--- config.mk ---
export PLATFORM = sky130hd
export DESIGN_NAME = mac_reg_bridge
export DESIGN_NICKNAME = d
export VERILOG_FILES = /design/src/rtl/mac_reg_bridge.sv
export SDC_FILE = /design/constraint.sdc
export NUM_CORES = 1
export LEC_CHECK = 0
export BUFFER_PORTS_ARGS = -buffer_cell sky130_fd_sc_hd__buf_4
export CORE_MARGIN = 2
export CORE_UTILIZATION = 40
export DETAILED_ROUTE_END_ITERATION = 8
export PLACE_DENSITY_LB_ADDON = 0.12
export SLEW_MARGIN = 20
export SYNTH_ARGS = -nofsm -noshare
export SYNTH_HDL_FRONTEND = slang
export SYNTH_SLANG_ARGS = --single-unit
export TNS_END_PERCENT = 100
--- constraint.sdc ---
create_clock -name clk -period 3.1 [get_ports clk]
set_input_delay 0.465 -clock clk [delete_from_list [all_inputs] [get_ports clk]]
set_output_delay 0.465 -clock clk [all_outputs]
set_load 0.01 [all_outputs]
--- src/rtl/mac_reg_bridge.sv ---
module mac_reg_bridge #(
  parameter int ACCESS_CYCLES = 8,
  parameter int OFF_W = 8,
  parameter int HA_W = 4,
  parameter logic [15:0] MAXLEN_RST = 16'd1518,
  parameter logic [15:0] IPG_RST = 16'd12
) (
  input  logic            clk,
  input  logic            rst_n,
  input  logic            hb_valid,
  output logic            hb_ready,
  input  logic            hb_write,
  input  logic [HA_W-1:0] hb_addr,
  input  logic [31:0]     hb_wdata,
  output logic            hb_rvalid,
  output logic [31:0]     hb_rdata,
  input  logic [15:0]     stat_i,
  output logic [3:0]      mode_o,
  output logic [8:0]      ctrl_o,
  output logic [15:0]     max_len_o,
  output logic [15:0]     ipg_o,
  output logic [47:0]     station_o,
  output logic [15:0]     mdio_ctl_o,
  output logic [15:0]     mdio_data_o
);
  localparam int CNT_W = $clog2(ACCESS_CYCLES + 1);
  localparam logic [CNT_W-1:0] CNT_LOAD = CNT_W'(ACCESS_CYCLES - 1);
  localparam logic [HA_W-1:0] HA_STAGE = '0;
  localparam logic [HA_W-1:0] HA_CMD = HA_W'(4);
  localparam logic [OFF_W-1:0] O_MODE = OFF_W'(8'h00);
  localparam logic [OFF_W-1:0] O_CTRL = OFF_W'(8'h02);
  localparam logic [OFF_W-1:0] O_MLEN = OFF_W'(8'h04);
  localparam logic [OFF_W-1:0] O_IPG  = OFF_W'(8'h08);
  localparam logic [OFF_W-1:0] O_SA0  = OFF_W'(8'h0A);
  localparam logic [OFF_W-1:0] O_SA1  = OFF_W'(8'h0C);
  localparam logic [OFF_W-1:0] O_SA2  = OFF_W'(8'h0E);
  localparam logic [OFF_W-1:0] O_STAT = OFF_W'(8'h12);
  localparam logic [OFF_W-1:0] O_MCTL = OFF_W'(8'h14);
  localparam logic [OFF_W-1:0] O_MDAT = OFF_W'(8'h16);

  logic             busy_q, we_q;
  logic [CNT_W-1:0] cnt_q;
  logic [OFF_W-1:0] off_q;
  logic [15:0]      data_q;
  logic [15:0]      sa0_q, sa1_q, sa2_q;
  logic             unused_hi;

  assign unused_hi = ^hb_wdata[30:16];
  assign hb_ready  = 1'b1;

  wire host_wr = hb_valid & hb_write;
  wire host_rd = hb_valid & ~hb_write;
  wire stage_wr = host_wr & (hb_addr == HA_STAGE) & ~busy_q;
  wire cmd_wr   = host_wr & (hb_addr == HA_CMD) & ~busy_q;
  wire done     = busy_q & (cnt_q == '0);

  // internal register bus
  wire             ib_wr    = done & we_q;
  wire             ib_rd    = done & ~we_q;
  wire [OFF_W-1:0] ib_addr  = off_q;
  wire [15:0]      ib_wdata = data_q;
  logic [15:0]     ib_rdata;

  always_ff @(posedge clk) begin
    if (!rst_n) begin
      busy_q <= 1'b0;
      cnt_q  <= '0;
      off_q  <= '0;
      we_q   <= 1'b0;
    end else if (cmd_wr) begin
      busy_q <= 1'b1;
      cnt_q  <= CNT_LOAD;
      off_q  <= hb_wdata[OFF_W-1:0];
      we_q   <= hb_wdata[31];
    end else if (done) begin
      busy_q <= 1'b0;
    end else if (busy_q) begin
      cnt_q <= cnt_q - 1'b1;
    end
  end

  always_ff @(posedge clk) begin
    if (!rst_n)        data_q <= '0;
    else if (stage_wr) data_q <= hb_wdata[15:0];
    else if (ib_rd)    data_q <= ib_rdata;
  end

  always_ff @(posedge clk) begin
    if (!rst_n) begin
      mode_o      <= '0;
      ctrl_o      <= '0;
      max_len_o   <= MAXLEN_RST;
      ipg_o       <= IPG_RST;
      sa0_q       <= '0;
      sa1_q       <= '0;
      sa2_q       <= '0;
      mdio_ctl_o  <= '0;
      mdio_data_o <= '0;
    end else if (ib_wr) begin
      case (ib_addr)
        O_MODE: mode_o      <= ib_wdata[3:0];
        O_CTRL: ctrl_o      <= ib_wdata[8:0];
        O_MLEN: max_len_o   <= ib_wdata;
        O_IPG:  ipg_o       <= ib_wdata;
        O_SA0:  sa0_q       <= ib_wdata;
        O_SA1:  sa1_q       <= ib_wdata;
        O_SA2:  sa2_q       <= ib_wdata;
        O_MCTL: mdio_ctl_o  <= ib_wdata;
        O_MDAT: mdio_data_o <= ib_wdata;
        default: ;
      endcase
    end
  end

  assign station_o = {sa0_q, sa1_q, sa2_q};

  always_comb begin
    case (ib_addr)
      O_MODE:  ib_rdata = {12'b0, mode_o};
      O_CTRL:  ib_rdata = {7'b0, ctrl_o};
      O_MLEN:  ib_rdata = max_len_o;
      O_IPG:   ib_rdata = ipg_o;
      O_SA0:   ib_rdata = sa0_q;
      O_SA1:   ib_rdata = sa1_q;
      O_SA2:   ib_rdata = sa2_q;
      O_STAT:  ib_rdata = stat_i;
      O_MCTL:  ib_rdata = mdio_ctl_o;
      O_MDAT:  ib_rdata = mdio_data_o;
      default: ib_rdata = '0;
    endcase
  end

  always_ff @(posedge clk) begin
    if (!rst_n) begin
      hb_rvalid <= 1'b0;
      hb_rdata  <= '0;
    end else begin
      hb_rvalid <= host_rd;
      if (host_rd) begin
        case (hb_addr)
          HA_STAGE: hb_rdata <= {16'b0, data_q};
          HA_CMD:   hb_rdata <= {we_q, busy_q, {(30-OFF_W){1'b0}}, off_q};
          default:  hb_rdata <= '0;
        endcase
      end
    end
  end
endmodule


==> results.py, run 1 <==
metrics = {
    "floorplan": {
        "rows": 51,
        "initial_core_util_pct": 40.71,
        "die-area_sq_um": 20950,
        "die_y_microns": 144.7,
        "core_sq_um": 19460,
        "io-pin-count": 215,
        "die_w_microns": 144.7,
    },
    "route": {
        "first_pass_iters": 5,
        "routedWlPerCell_microns": 20.90,
        "drtIter0Drc": 604,
        "viasPerCell": 5.540,
        "wl_mm": 28.11,
        "drcViolationCount": 0,
        "vias": 7451,
        "antenna_left": 0,
    },
    "setup_path": {
        "worstSetupPathType": "reg -> reg",
        "crit_family": "simple AND/OR/NAND/NOR gates",
        "slowest_stage": "dfxtp_1",
        "cp.depth": 5,
        "start_kind": "register",
        "path_cells": "nor4b_4 -> nand2_2 -> or3_1 -> nand2_1 -> nand3_1",
        "r2r_slack_ps": 600,
        "cp_max_fo": 16,
        "critical_path_buf_inv_count": 0,
        "crit_required_ps": 3410,
        "end_kind": "register",
        "r2r_cells": 5,
        "max_stage_delay_ps": 800,
        "cp.arrival_ps": 2820,
    },
    "synth": {
        "ys_seq_area_share_pct": 43.97,
        "synth_area_per_cell_sq_um": 8.584,
        "ys_async_sr_fraction_pct": 0,
        "synth_top_cell_by_area": "dfxtp_1",
        "synthTopCellsByArea": "dfxtp_1, mux2i_1, nand2_1",
        "synth-edff-count": 0,
        "synthesis.area_sq_um": 7923,
        "synth_top_area_share_pct": 43.97,
        "post_synth_inst_count": 923,
        "synth_cell_types": 58,
        "ys.flop_type": "dfxtp_1",
        "yosysWarningCount": 0,
        "ys_seq_elements": 174,
    },
    "clock_tree": {
        "cts_tree": "yes",
        "clk_latency_ps": 440,
        "htreeDepth": 4,
        "cts_hold_buf": 0,
        "cts.clk_slew.worst_paths_ps": 70,
        "cts_setup_buffers": 0,
        "cts_buffers": 17,
        "clock_sinks": 174,
        "cts_buffer_depth": 2,
        "cts-root-buf": "clkbuf_16",
        "ctsResizeCount": 0,
    },
    "power_and_ir_drop": {
        "p_leak_uw": 0.003672,
        "ir_worst_vdd_v": 0.0003619,
        "power_density_nw_per_um2": 458.6,
    },
    "sta": {
        "final.setup.tns_ps": 0,
        "finClkSkew_ps": 14.70,
        "finalHoldViolCount": 0,
        "period_needed_ps": 2503,
        "rsz0062_at_grt": "false",
        "finalMaxSlewViolations": 0,
        "setup_viol": 0,
        "fmax_ghz": 0.3995,
        "relSlewSlack_pct": 44.60,
        "period_share_pct": 80.74,
        "tightest_slew_ps": 831.0,
    },
    "finish": {
        "fin_nets": 1124,
        "diodes": 0,
        "final_cells": 1345,
        "syn2layout_area_growth_pct": 26.14,
        "regArea_sq_um": 3485,
        "fill_cells": 1927,
        "drive_gt1_share_pct": 26.48,
        "multi_input_area_sq_um": 3906,
    },
    "worst_hold_path": {
        "hold_path_class": "in -> reg",
        "hold_depth": 3,
    },
    "run_status": {
        "status": "finished clean",
    },
    "grt": {
        "grt_pass1_vias": 6533,
        "antenna_found_initial": 0,
        "grt_overflow_total": 0,
        "grt_pass1_wl_mm": 40.36,
        "grt.total_usage_pct": 26.21,
        "grt_start_max_net_pins": 74,
    },
    "place": {
        "dp_hpwl_mm": 19.54,
        "port_buffers": 184,
        "gp_congestion": 0.9581,
        "dp.cells": 1313,
    },
    "run": {
        "cap_viol_max_count": 0,
    },
}
==> per-stage QoR <==
| step | hold slack (ps) | total power [uW] | setup slack (ps) | utilization [%] | instance area [sq um] |
|---|---|---|---|---|---|
| finish | 287.6 | 4583 | 597.1 | 51.35 | 9993 |
| global route | 287.7 | 4698 | 505.7 | 51.35 | 9993 |
| CTS | 273.9 | 4588 | 646.6 | 51.35 | 9993 |
| detailed placement | 444.9 | 2482 | 639.2 | 48.31 | 9403 |
| global placement | 441.0 | 2481 | 678.6 | 48.31 | 9403 |
| floorplan | 458.8 | 2403 | 1248 | - | 7971 |
==> cell type report <==
cell class | count | area share (%)
clock inverters | 8 | 0.7888
clock buffers | 24 | 5.121
multi-input cells | 651 | 39.09
flip-flops and latches | 174 | 34.87
well taps | 265 | 3.318
inverters | 9 | 0.3631
repair buffers | 214 | 16.45
==> worst min-delay path, cell delays in order <==
cell	delay (ps)
buf_4	110
nand2_1	50
a21oi_1	50
==> power breakdown <==
| group | internal (uW) | switching [uW] |
|---|---|---|
| registers | 2240 | 15.3 |
| logic | 67.9 | 105 |
| clock network | 1240 | 915 |
| total | 3550 | 1040 |
==> per-layer routing <==
| metal | up-vias | part of all wire [%] | global-route usage, % |
|---|---|---|---|
| met1 | 3624 | 46 | 39.05 |
| li1 | 3465 | - | - |
| met3 | 31 | 7.8 | 4.508 |
| met5 | - | 0 | 0 |
| met4 | 0 | 1.8 | 7.665 |
| met2 | 331 | 44 | 38.74 |
==> cell usage in the layout (no fill, tap or decap), types with 4 or more instances in the layout <==
master,count
buf_4,211
nand2_1,180
dfxtp_1,173
a21oi_1,88
nor2_1,86
mux2i_1,75
a22oi_1,39
o22ai_1,37
nand3_1,22
mux2_2,18
clkbuf_16,17
conb_1,15
nor3_1,11
inv_1,8
a221oi_1,8
clkbuf_8,6
a211oi_1,5
nor2b_1,4
or3_1,4
a2bb2oi_1,4
clkinvlp_4,4
==> logic make-up (layout without fill, tap and decap cells) <==
kind of cell | after synthesis | after routing | share of synthesized area [%]
fa+ha+maj | 1 | 1 | 0.1579
flops | 174 | 174 | 43.97
compound gates | 195 | 195 | 15.45
simple gates | 345 | 345 | 20.66
other cells | 2 | 15 | 0.09479
buf+inv | 111 | 255 | 7.423
xor+xnor | 2 | 2 | 0.2211
mux | 93 | 93 | 12.03
==> flip-flops by register name, summed over array words and instances (netlist names), 8 cells and up <==
register and flops:
hb_rdata 18, data_q 16, ipg_o 16, max_len_o 16
mdio_ctl_o 16, mdio_data_o 16, sa0_q 16, sa1_q 16
sa2_q 16, ctrl_o 9, ib_addr 8
==> cell usage after synthesis, types with 3 or more instances <==
library cell	n
dfxtp_1	174
buf_2	14
a221oi_1	8
inv_1	9
buf_6	7
a32oi_1	3
nand2_1	180
buf_1	4
a2bb2oi_1	4
a211oi_1	5
nor4_4	3
nor3b_2	3
buf_4	27
nor2_1	86
nor3_4	3
nor2b_1	4
a21oi_1	88
a222oi_1	3
mux2i_1	75
mux2_2	18
nand3_1	22
nor3_1	11
clkbuf_1	50
and4b_1	3
or3_1	4
a22oi_1	39
o22ai_1	37
==> worst paths after layout <==
path                             start                         to
max            ib_addr[2]$_SDFFE_PN0P_  max_len_o[6]$_SDFFE_PN1P_
max reg2reg    ib_addr[2]$_SDFFE_PN0P_  max_len_o[6]$_SDFFE_PN1P_
min                       hb_wdata[31]          we_q$_SDFFE_PN0P_
min reg2reg  hb_rdata[14]$_SDFFE_PN0P_  hb_rdata[14]$_SDFFE_PN0P_
No activity file was read; power rests on OpenSTA's default activity.
==> inputs of run 2 (changes only) <==
clock period = 2.6 ns   (was 3.1 ns; I/O delays follow)
==> run 2 against run 1 <==
Net effect:
- core utilization is essentially flat
- sequential power grew 19%
- critical endpoint is now mode_o[2]$_SDFFE_PN0P_
- setup slack lost 230 ps
- final cell count is essentially flat
- critical path type unchanged
- wire length shrank 1.9%
- global-route usage grew 0.077 points
- combinational power grew 19%
- register-to-register slack lost 230 ps
- sequential share of layout area is essentially flat
- highest routed layer unchanged
==> results.py, run 2 (synthesis results as in run 1) <==
metrics = {
    "run_status": {
        "status": "finished clean",
    },
    "clock_tree": {
        "ctsResizeCount": 0,
        "cts_tree": "yes",
        "clk_latency_ps": 430,
        "cts_setup_buffers": 0,
        "cts.clk_slew.worst_paths_ps": 60,
        "cts_buffers": 17,
        "cts_hold_buf": 0,
        "htreeDepth": 4,
        "clock_sinks": 174,
        "cts-root-buf": "clkbuf_16",
        "cts_buffer_depth": 2,
    },
    "setup_path": {
        "cp.arrival_ps": 2540,
        "start_kind": "register",
        "crit_required_ps": 2900,
        "cp_max_fo": 11,
        "worstSetupPathType": "reg -> reg",
        "end_kind": "register",
    },
    "route": {
        "vias": 7326,
        "viasPerCell": 5.451,
        "first_pass_iters": 6,
        "routedWlPerCell_microns": 20.52,
        "drcViolationCount": 0,
        "antenna_left": 0,
        "drtIter0Drc": 726,
        "wl_mm": 27.58,
    },
    "run": {
        "cap_viol_max_count": 0,
    },
    "sta": {
        "setup_viol": 0,
        "setup_ws_ps": 366.6,
        "rsz0062_at_grt": "false",
        "finalMaxSlewViolations": 0,
        "final.setup.tns_ps": 0,
        "period_needed_ps": 2233,
        "fmax_ghz": 0.4478,
        "period_share_pct": 85.90,
        "hold_slack_ps": 217.3,
        "tightest_slew_ps": 1070,
        "relSlewSlack_pct": 28.38,
        "finalHoldViolCount": 0,
        "finClkSkew_ps": 13.89,
    },
    "power_and_ir_drop": {
        "p_leak_uw": 0.003679,
        "ir_worst_vdd_v": 0.0004307,
        "clkPwrFrac_pct": 46.9,
        "p_seq_share_pct": 49.3,
        "p_int_uw": 4285,
        "swShare_pct": 21.54,
        "power_density_nw_per_um2": 546.9,
        "switchingPower_uw": 1177,
        "power_frac_comb_pct": 3.8,
    },
    "finish": {
        "mostFrequentLayoutCell": "buf_4",
        "fill_cells": 1919,
        "largest_reg_flops": 18,
        "diodes": 0,
        "top_register": "hb_rdata",
        "final_cell_mix": "buf_4, nand2_1, dfxtp_1",
        "syn2layout_area_growth_pct": 26.07,
        "drive_gt1_share_pct": 26.32,
        "fin_nets": 1126,
        "final_util_pct": 51.32,
    },
    "place": {
        "port_buffers": 184,
        "gp_congestion": 0.9302,
        "post-place-ws_ps": 366.4,
        "dp_hpwl_mm": 19.55,
    },
    "worst_hold_path": {
        "hold_path_class": "in -> reg",
    },
    "floorplan": {
        "rows": 51,
        "die_y_microns": 144.7,
        "initial_core_util_pct": 40.71,
        "core_sq_um": 19460,
        "die_w_microns": 144.7,
        "io-pin-count": 215,
        "die-area_sq_um": 20950,
    },
    "grt": {
        "grt_pass1_wl_mm": 40.76,
        "grt_pass1_vias": 6650,
        "grt.total_usage_pct": 26.29,
        "grt_overflow_total": 0,
        "grt_start_max_net_pins": 52,
        "antenna_found_initial": 0,
    },
}
[run 2: changes by cell type in the layout (fill, tap and decap cells not counted)]
cell        change
clkinv_2        -1
clkinv_4        +1
buf_4           +3
clkinvlp_4      -3
bufinv_16       +1
clkbuf_8        -1
inv_6           -1
clkbuf_1        +1
buf_12          -1
[run 2: worst paths after layout]
| check | slack, ps | end | cells after the start | start |
|---|---|---|---|---|
| hold reg to reg | 450 | hb_rdata[8]$_SDFFE_PN0P_ | 2 | hb_rdata[8]$_SDFFE_PN0P_ |
| hold / removal | 220 | we_q$_SDFFE_PN0P_ | 3 | hb_wdata[31] |
| setup / recovery | 370 | mode_o[2]$_SDFFE_PN0P_ | 5 | ib_addr[0]$_SDFFE_PN0P_ |
| setup reg to reg | 370 | mode_o[2]$_SDFFE_PN0P_ | 5 | ib_addr[0]$_SDFFE_PN0P_ |
[run 2: power groups by stage]
stage               sequential, uW  clock [uW]  combinational, uW
floorplan                     2740           0                120
global placement              2750           0                204
detailed placement            2750           0                205
CTS                           2690        2600                205
global route                  2690        2690                223
finish                        2690        2560                206
[run 2: cell type report]
cell class	count	area (sq um)	area share, %
clock buffers	24	501.7	5.023
clock inverters	5	81.33	0.8142
flip-flops and latches	174	3485	34.89
multi-input cells	651	3906	39.11
well taps	265	331.6	3.320
inverters	9	36.28	0.3633
repair buffers	216	1647	16.49
[run 2: through the flow]
| step | total power (uW) | instance area [sq um] | instances |
|---|---|---|---|
| after floorplan | 2865 | 7971 | 936 |
| after global placement | 2958 | 9405 | 1315 |
| after detailed placement | 2958 | 9405 | 1315 |
| after CTS | 5500 | 9988 | 1344 |
| after global routing | 5609 | 9988 | 1344 |
| final | 5462 | 9988 | 1344 |
[run 2: per-layer routing]
metal  share of wire [%]  track usage [%]  vias to the layer above
met4                 1.7            7.665                        0
met2                  44            38.41                      333
met5                   0                0                        -
met3                 8.0            4.640                       24
li1                    -                -                     3484
met1                  46            39.46                     3485
[run 2: worst max-delay path: stages, from the launching register on]
cell and delay [ps]:
dfxtp_1 500, nor4_4 510, nand2_1 380, nor4_4 420
mux2i_1 230, nor2_1 70
